**src/rtl/sram_ctl_pkg.sv**
```systemverilog
package sram_ctl_pkg;

    typedef enum logic [2:0] {
        ST_IDLE,
        ST_RD_SETUP,
        ST_RD_WAIT,
        ST_RD_CAPTURE,
        ST_WR_SETUP,
        ST_WR_PULSE,
        ST_WR_HOLD,
        ST_TURNAROUND
    } ctl_state_e;

    function automatic int max_of4(input int a, input int b, input int c, input int d);
        int m;
        m = a;
        if (b > m) m = b;
        if (c > m) m = c;
        if (d > m) m = d;
        return m;
    endfunction

endpackage

```
**src/rtl/sram_phase_timer.sv**
```systemverilog
module sram_phase_timer #(
    parameter int CNT_W = 2
) (
    input  logic             clk,
    input  logic             rst_n,
    input  logic             load,
    input  logic [CNT_W-1:0] load_val,
    output logic             expired
);

    logic [CNT_W-1:0] cnt_q;

    always_ff @(posedge clk or negedge rst_n) begin
        if (!rst_n) begin
            cnt_q <= '0;
        end else if (load) begin
            cnt_q <= load_val;
        end else if (cnt_q != '0) begin
            cnt_q <= cnt_q - 1'b1;
        end
    end

    assign expired = (cnt_q == '0);

endmodule

```
**src/rtl/sram_datapath.sv**
```systemverilog
module sram_datapath #(
    parameter int ADDR_W = 15,
    parameter int DATA_W = 8
) (
    input  logic              clk,
    input  logic              rst_n,
    input  logic              capture_req,
    input  logic [ADDR_W-1:0] addr_in,
    input  logic [DATA_W-1:0] wdata_in,
    input  logic              sample_rd,
    input  logic [DATA_W-1:0] bus_in,
    output logic [ADDR_W-1:0] addr_q,
    output logic [DATA_W-1:0] wdata_q,
    output logic [DATA_W-1:0] rdata_q
);

    always_ff @(posedge clk or negedge rst_n) begin
        if (!rst_n) begin
            addr_q  <= '0;
            wdata_q <= '0;
        end else if (capture_req) begin
            addr_q  <= addr_in;
            wdata_q <= wdata_in;
        end
    end

    always_ff @(posedge clk or negedge rst_n) begin
        if (!rst_n) begin
            rdata_q <= '0;
        end else if (sample_rd) begin
            rdata_q <= bus_in;
        end
    end

endmodule

```
**src/rtl/sram_ctl_fsm.sv**
```systemverilog
module sram_ctl_fsm
    import sram_ctl_pkg::*;
#(
    parameter int READ_WAIT  = 2,
    parameter int WR_PULSE   = 1,
    parameter int DATA_HOLD  = 1,
    parameter int TURNAROUND = 1,
    parameter int CNT_W      = 2
) (
    input  logic             clk,
    input  logic             rst_n,
    input  logic             req_valid,
    input  logic             req_write,
    input  logic             tmr_expired,
    output logic             tmr_load,
    output logic [CNT_W-1:0] tmr_val,
    output logic             accept,
    output logic             sample_rd,
    output logic             ready,
    output logic             rsp_pulse,
    output logic             ce_n,
    output logic             oe_n,
    output logic             we_n,
    output logic             dq_drive
);

    localparam logic [CNT_W-1:0] RW_LOAD = CNT_W'(READ_WAIT - 1);
    localparam logic [CNT_W-1:0] WP_LOAD = CNT_W'(WR_PULSE - 1);
    localparam logic [CNT_W-1:0] DH_LOAD = CNT_W'(DATA_HOLD - 1);
    localparam logic [CNT_W-1:0] TA_LOAD = CNT_W'(TURNAROUND - 1);

    ctl_state_e state_q, state_d;

    // state register
    always_ff @(posedge clk or negedge rst_n) begin
        if (!rst_n) state_q <= ST_IDLE;
        else        state_q <= state_d;
    end

    // transitions and timer loads
    always_comb begin
        state_d  = state_q;
        tmr_load = 1'b0;
        tmr_val  = '0;
        unique case (state_q)
            ST_IDLE: begin
                if (req_valid) state_d = req_write ? ST_WR_SETUP : ST_RD_SETUP;
            end
            ST_RD_SETUP: begin
                state_d  = ST_RD_WAIT;
                tmr_load = 1'b1;
                tmr_val  = RW_LOAD;
            end
            ST_RD_WAIT: begin
                if (tmr_expired) state_d = ST_RD_CAPTURE;
            end
            ST_RD_CAPTURE: begin
                state_d  = ST_TURNAROUND;
                tmr_load = 1'b1;
                tmr_val  = TA_LOAD;
            end
            ST_WR_SETUP: begin
                state_d  = ST_WR_PULSE;
                tmr_load = 1'b1;
                tmr_val  = WP_LOAD;
            end
            ST_WR_PULSE: begin
                if (tmr_expired) begin
                    state_d  = ST_WR_HOLD;
                    tmr_load = 1'b1;
                    tmr_val  = DH_LOAD;
                end
            end
            ST_WR_HOLD: begin
                if (tmr_expired) begin
                    state_d  = ST_TURNAROUND;
                    tmr_load = 1'b1;
                    tmr_val  = TA_LOAD;
                end
            end
            ST_TURNAROUND: begin
                if (tmr_expired) state_d = ST_IDLE;
            end
            default: state_d = ST_IDLE;
        endcase
    end

    // pin and handshake decode
    always_comb begin
        ready     = 1'b0;
        rsp_pulse = 1'b0;
        ce_n      = 1'b1;
        oe_n      = 1'b1;
        we_n      = 1'b1;
        dq_drive  = 1'b0;
        unique case (state_q)
            ST_IDLE:       ready = 1'b1;
            ST_RD_SETUP:   ce_n = 1'b0;
            ST_RD_WAIT:    begin ce_n = 1'b0; oe_n = 1'b0; end
            ST_RD_CAPTURE: rsp_pulse = 1'b1;
            ST_WR_SETUP:   begin ce_n = 1'b0; dq_drive = 1'b1; end
            ST_WR_PULSE:   begin ce_n = 1'b0; we_n = 1'b0; dq_drive = 1'b1; end
            ST_WR_HOLD:    begin ce_n = 1'b0; dq_drive = 1'b1; end
            ST_TURNAROUND: ;
            default:       ;
        endcase
    end

    assign accept    = (state_q == ST_IDLE) && req_valid;
    assign sample_rd = (state_q == ST_RD_WAIT) && tmr_expired;

endmodule

```
**src/rtl/sram_bus_ctrl.sv**
```systemverilog
module sram_bus_ctrl
    import sram_ctl_pkg::*;
#(
    parameter int ADDR_W     = 15,
    parameter int DATA_W     = 8,
    parameter int READ_WAIT  = 2,
    parameter int WR_PULSE   = 1,
    parameter int DATA_HOLD  = 1,
    parameter int TURNAROUND = 1
) (
    input  logic              clk,
    input  logic              rst_n,
    input  logic              req_valid,
    output logic              req_ready,
    input  logic              req_write,
    input  logic [ADDR_W-1:0] req_addr,
    input  logic [DATA_W-1:0] req_wdata,
    output logic [DATA_W-1:0] rsp_rdata,
    output logic              rsp_valid,
    output logic [ADDR_W-1:0] mem_addr,
    output logic              mem_ce_n,
    output logic              mem_oe_n,
    output logic              mem_we_n,
    output logic [DATA_W-1:0] mem_dq_o,
    output logic              mem_dq_oe,
    input  logic [DATA_W-1:0] mem_dq_i
);

    localparam int MAX_LEN = max_of4(READ_WAIT, WR_PULSE, DATA_HOLD, TURNAROUND);
    localparam int CNT_W   = (MAX_LEN > 1) ? $clog2(MAX_LEN) : 1;

    logic             tmr_load, tmr_expired, accept, sample_rd;
    logic [CNT_W-1:0] tmr_val;

    sram_ctl_fsm #(
        .READ_WAIT (READ_WAIT),
        .WR_PULSE  (WR_PULSE),
        .DATA_HOLD (DATA_HOLD),
        .TURNAROUND(TURNAROUND),
        .CNT_W     (CNT_W)
    ) u_fsm (
        .clk        (clk),
        .rst_n      (rst_n),
        .req_valid  (req_valid),
        .req_write  (req_write),
        .tmr_expired(tmr_expired),
        .tmr_load   (tmr_load),
        .tmr_val    (tmr_val),
        .accept     (accept),
        .sample_rd  (sample_rd),
        .ready      (req_ready),
        .rsp_pulse  (rsp_valid),
        .ce_n       (mem_ce_n),
        .oe_n       (mem_oe_n),
        .we_n       (mem_we_n),
        .dq_drive   (mem_dq_oe)
    );

    sram_phase_timer #(.CNT_W(CNT_W)) u_timer (
        .clk     (clk),
        .rst_n   (rst_n),
        .load    (tmr_load),
        .load_val(tmr_val),
        .expired (tmr_expired)
    );

    sram_datapath #(.ADDR_W(ADDR_W), .DATA_W(DATA_W)) u_dp (
        .clk        (clk),
        .rst_n      (rst_n),
        .capture_req(accept),
        .addr_in    (req_addr),
        .wdata_in   (req_wdata),
        .sample_rd  (sample_rd),
        .bus_in     (mem_dq_i),
        .addr_q     (mem_addr),
        .wdata_q    (mem_dq_o),
        .rdata_q    (rsp_rdata)
    );

endmodule

```
**config.mk**
```make
export PLATFORM = sky130hd
export DESIGN_NAME = sram_bus_ctrl
export DESIGN_NICKNAME = d
export VERILOG_FILES = /design/src/rtl/sram_ctl_pkg.sv /design/src/rtl/sram_phase_timer.sv /design/src/rtl/sram_datapath.sv /design/src/rtl/sram_ctl_fsm.sv /design/src/rtl/sram_bus_ctrl.sv
export SDC_FILE = /design/constraint.sdc
export NUM_CORES = 1
export LEC_CHECK = 0
export BUFFER_PORTS_ARGS = -buffer_cell sky130_fd_sc_hd__buf_2
export CORE_MARGIN = 5
export CORE_UTILIZATION = 40
export CTS_CLUSTER_SIZE = 8
export DETAILED_ROUTE_END_ITERATION = 8
export PLACE_DENSITY = 0.76
export SLEW_MARGIN = 0
export SYNTH_ARGS = -nofsm -noshare
export SYNTH_HDL_FRONTEND = slang
export SYNTH_SLANG_ARGS = --single-unit
```
**constraint.sdc**
```tcl
create_clock -name clk -period 1.69 [get_ports clk]
set_clock_uncertainty 0.2 [all_clocks]
set_input_delay 0.338 -clock clk [delete_from_list [all_inputs] [get_ports clk]]
set_output_delay 0.338 -clock clk [all_outputs]
set_load 0.03 [all_outputs]
```
# After elaboration in Yosys (flattened, before gate mapping)
# Index checks and enable logic that the tools add are counted.
[op_classes]
add_sub_neg = 1
bitwise = 1
eq_ne = 12
n_mux = 18
n_reduce_logical = 8
[op_table]
columns = ["cell", "n"]
rows = [
  ["3-bit one-hot mux with 8 select lines", 1],
  ["3-bit two-way mux", 6],
  ["3-bit == test, second input constant", 4],
  ["1-bit two-way mux", 10],
  ["2-bit != test, second input constant", 5],
  ["3-bit by 2-bit == test with 1-bit output, second input constant", 2],
  ["3-bit OR reduction", 2],
  ["5-bit AND reduction", 1],
  ["5-bit OR reduction", 1],
  ["3-bit by 1-bit == test with 1-bit output, second input constant", 1],
  ["3-bit zero test", 1],
  ["1-bit logical AND", 2],
  ["1-bit one-hot mux with 2 select lines", 1],
  ["2-bit OR reduction", 1],
  ["1-bit NOT", 1],
  ["1-bit subtractor, second input constant", 1],
]
[totals]
in_bits = 35
register_bits = 35
word_cells = 45

# Longest topological paths before layout
[logic_depth]
depth_word = 4
mapped_depth = 6
depth_no_buf = 3

# Modules after synthesis
# From an unflattened synthesis, not the netlist that was laid out.
[hier_totals]
hier_cells = 101
area_unflattened_um2 = 1436.4
[by_module_without_submodules]
columns = ["mod", "cells_per_inst", "seq_area_each_um2", "area_each_um2", "n_inst"]
rows = [
  ["sram_datapath", 65, 775.7, 1152.4, 1],
  ["sram_ctl_fsm", 33, 75.1, 249.0, 1],
  ["sram_phase_timer", 3, 25.0, 35.0, 1],
]

# Least setup slack after synthesis
# No wires, ideal clock.
[synth_path]
kind = "reg2reg"
from = "register u_fsm.state_q[2]"
to = "register u_dp.addr_q[10]"
path_stages_with_launch = 7
path_buffers = 3
setup_slack_ns = -0.360
t_required_ns = 1.363
arrival_time_ns = 1.723
path_cell_list = "dfrtp_1 > buf_2 > nor3_2 > and2_1 > buf_2 > buf_6 > mux2_1"
[synth_between]
elab_chain_cells = 2
[synth_lines]
columns = ["item", "line", "text"]
rows = [
  ["from (decl)", "sram_ctl_fsm.sv:32", "ctl_state_e state_q, state_d;"],
  ["from (signal assigned)", "sram_ctl_fsm.sv:37", "else state_q <= state_d;"],
  ["3-bit zero test", "sram_ctl_fsm.sv:109", "assign accept = (state_q == ST_IDLE) && req_valid;"],
  ["1-bit logical AND", "sram_ctl_fsm.sv:109", ""],
  ["to (signal assigned)", "sram_datapath.sv:22", "addr_q <= addr_in;"],
  ["to (decl)", "sram_datapath.sv:12", "output logic [ADDR_W-1:0] addr_q,"],
]
# Every way passes these cells.
# A chain may end at the register's enable or synchronous reset.

# Worst setup path in the final report
[layout_path]
from = "register u_fsm.state_q[0]"
to = "output port mem_oe_n"
[layout_between]
elab_chain_cells = 2
[layout_lines]
columns = ["item", "line", "text"]
rows = [
  ["3-bit by 2-bit == test with 1-bit output", "sram_ctl_fsm.sv:96", "unique case (state_q)"],
  ["1-bit two-way mux", "sram_ctl_fsm.sv:96", ""],
  ["to (decl)", "sram_bus_ctrl.sv:22", "output logic mem_oe_n,"],
]
# Every way passes these cells.

==> metrics.md <==
| Metric | Value |
|---|---|
| # diodes | 0 |
| Worst-path clk slew | roughly 0.07 ns |
| Clock Path Buffers | 2 |
| IO Port Bufs | 71 |
| FF+latch count, synth | 35 |
| Fin worst setup slack | -0.168 ns |
| Post-Synth XOR/XNOR Area | 0% |
| Area after DPL | 1940 sq um |
| Post-Syn Instances | 95 |
| H-Tree Depth | 2 |
| Final Hold Fails | 0 |
| Clock sinks | 35 |
| Reg-to-reg critical path endpoint | u_dp.rdata_q[4]$_DFFE_PN0P_ |
| HPWL after DPL | 2540 um |
| All-Layer GR Usage | 16.2% |
| Via Count | ~1100 |
| Max-slew violations | 0 |
| Clk root buf | clkbuf_8 |
| Met2 GRT Util | approximately 27% |
| Peak Freq | between 500 and 600 MHz |
| CP arrival | 1.32 ns |
| Failing checks | setup timing |
| Starting density of the core | 40.4% |
| DR vias/cell | roughly 4.7 |
| Ys Warns | 0 |
| Mapped cell area | about 1500 sq um |
| TritonRoute pass-1 iters | 5 |
| Final Util | approximately 64% |
| Final setup TNS | -3.55 ns |
| IO Count | ~70 |
| Multiplexer share of the synthesized area | 26.0% |
| Fin crit period | 1.86 ns |
| WS Path Type | reg -> out |
| Period utilization | 110% |
| Layout cell share with drive strength beyond 1 | 72.6% |
| Filler Cell Count | ~250 |
| Largest net degree at the start of global routing | 19 |
| Setup violators final | 37 |
| Post-Synth Simple-Gate Area | 7.73% |
| Worst Reg2Reg Path Length in Cells | 4 |
| RePlAce Congestion | about 0.8 |
| Sequential Area | just under 900 sq um |
| CTS tree | yes |
| CP startpoint | u_fsm.state_q[0]$_DFFE_PN0P_ |
| Worst vdd ir | 892 uV |
| Routed wire length | between 3000 and 4000 um |
| Largest family of logic cells by synthesized area | multiplexers |
| Slew margin rel. | a little over 70% |
| Vias in the first global route | approximately 1200 |
| Pwr/cell area | 2240 nW/um^2 |
| Iteration-0 DRC Markers | 40 |
| Number of max-cap violations | 0 |
| Clk_lat worst skew | 0.29 ns |
| Synth Area in Adders | 0% |
| Worst Tran Pin Value | ~0.42 ns |
| Critical path required time | between 1 and 1.5 ns |
| Post-synth ARST share | 100% |
| Compound-cell area share of the yosys netlist | 2.83% |
| First-pass GRT wire length | around 6000 um |
| Layout area overhead | 58.1% |
| Status | finished with violations |
| Netlist cell types | 20 |
| Met1 GRT Util | between 10% and 20% |
| Critical path destination | mem_oe_n |
| DRC errors left | 0 |
| Initial antenna violation count | 0 |
| Post-Place Worst Slack | -0.0252 ns |
| Post-synth EDFFs | 0 |
| Startpoint Class | flip-flop |
| Die area | ~5000 sq um |
| Final total power | roughly 5000 uW |
| Final net count | 220 |
| Worst reg2reg startpoint | u_fsm.state_q[0]$_DFFE_PN0P_ |
| WL per Instance | around 17 um |
| TritonCTS buffer count | 5 |
| Syn_area_per_cell | between 15 and 20 sq um |
| Leakage | ~0.0012 uW |
| Main synth FF type | dfrtp_1 |
| Most frequent cells in the layout | buf_2 (65), dfrtp_1 (34), mux2_4 (31) |
| Post-route ant nets | 0 |
| Final instance area | ~2300 sq um |
| Grt peak-use layer | met2 |
| Multi-input gate area | approximately 640 sq um |
| Core outline area | between 3000 and 4000 sq um |
| Total gr overflow | 0 |
| Seq/Total Area, Yosys | 60.1% |
| Post-Syn Nets | 130 |
| RSZ-0062 raised after global routing | true |
| Site Rows | 22 |
| Met3 usage | 6.04% |
| Crit Path Max Fanout | 3 |
| Critical Path End Type | output pin |
| Slack of the worst reg-to-reg path | -0.15 ns |
| Most common cell after layout, fill and taps aside | buf_2 |
| Hold Crit Class | in -> reg |
| Die X | a little over 70 um |
| Die height | between 70 and 80 um |
==> worst max-delay path: stages (launching register included) <==
cell,delay [ns]
dfrtp_2,0.45
or3b_4,0.43
buf_6,0.15
==> cell type report <==
type / count / area share, %
clock buffer: 5 / 2.99
clock inverter: 3 / 1.90
multi-input combinational: 54 / 27.9
sequential: 35 / 38.1
tap: 48 / 2.61
timing repair buffer: 89 / 26.6
==> routing by layer <==
metal	wire length, um	share of wire (%)
met5	0	0
met4	50	1.3
met3	289	7.4
met2	1960	50
met1	1610	41
==> cell families after synthesis <==
kind of cell           count (synthesis)
AND/OR/NAND/NOR                       17
multiplexers                          31
AO/OA/AOI/OAI                          6
flip-flops                            35
buffers and inverters                  6
==> how the worst min path moves through the flow <==
stage | endpoint | cells after the start | start | slack (ns)
floorplan | u_dp.addr_q[0]$_DFFE_PN0P_ | 0 | rst_n | -0.16
global placement | u_dp.addr_q[11]$_DFFE_PN0P_ | 1 | rst_n | 0.09
detailed placement | u_dp.addr_q[11]$_DFFE_PN0P_ | 1 | rst_n | 0.09
CTS | u_dp.wdata_q[2]$_DFFE_PN0P_ | 2 | req_wdata[2] | 0.07
global route | u_dp.addr_q[13]$_DFFE_PN0P_ | 2 | req_addr[13] | 0.07
finish | u_dp.wdata_q[2]$_DFFE_PN0P_ | 2 | req_wdata[2] | 0.08
==> synthesized netlist by cell type, types with 2 or more instances <==
cell type / number / share of area [%]
and2_1: 2 / 0.86
buf_2: 3 / 1.0
buf_6: 3 / 2.3
dfrtp_1: 35 / 60
mux2_1: 23 / 18
mux2_4: 8 / 8.2
nand2_1: 3 / 0.77
nand2b_1: 3 / 1.3
nor2_1: 4 / 1.0
==> registers in the layout, summed over array words and instances (netlist names) <==
name,count
u_fsm.state_q,3
u_dp.rdata_q,8
u_dp.addr_q,15
u_dp.wdata_q,8
u_timer.cnt_q,1
==> metrics by stage <==
step / instances / hold WS, ns
CTS: 232 / 0.0672
floorplan: 95 / -0.158
finish: 234 / 0.0777
global route: 234 / 0.0678
detailed placement: 215 / 0.0946
global placement: 215 / 0.0859
==> report_power, final <==
part	internal [uW]	leakage [uW]	switching [uW]	total (uW)
combinational	1330	0.000691	1560	2880
clock	439	0.0000581	300	739
sequential	1260	0.000421	273	1530
total	3020	0.00117	2130	5150
==> what timing repair did <==
action | in CTS | in global routing
hold endpoints to repair | 17 | 0
hold buffers | 1 | 0
pin swaps | 3 | 2
endpoints found under the setup margin | 33 | 37
gates cloned | 3 | 0
gates resized for setup | 39 | 9
buffers inserted | 5 | 4
(Power assumes the default switching activity.)
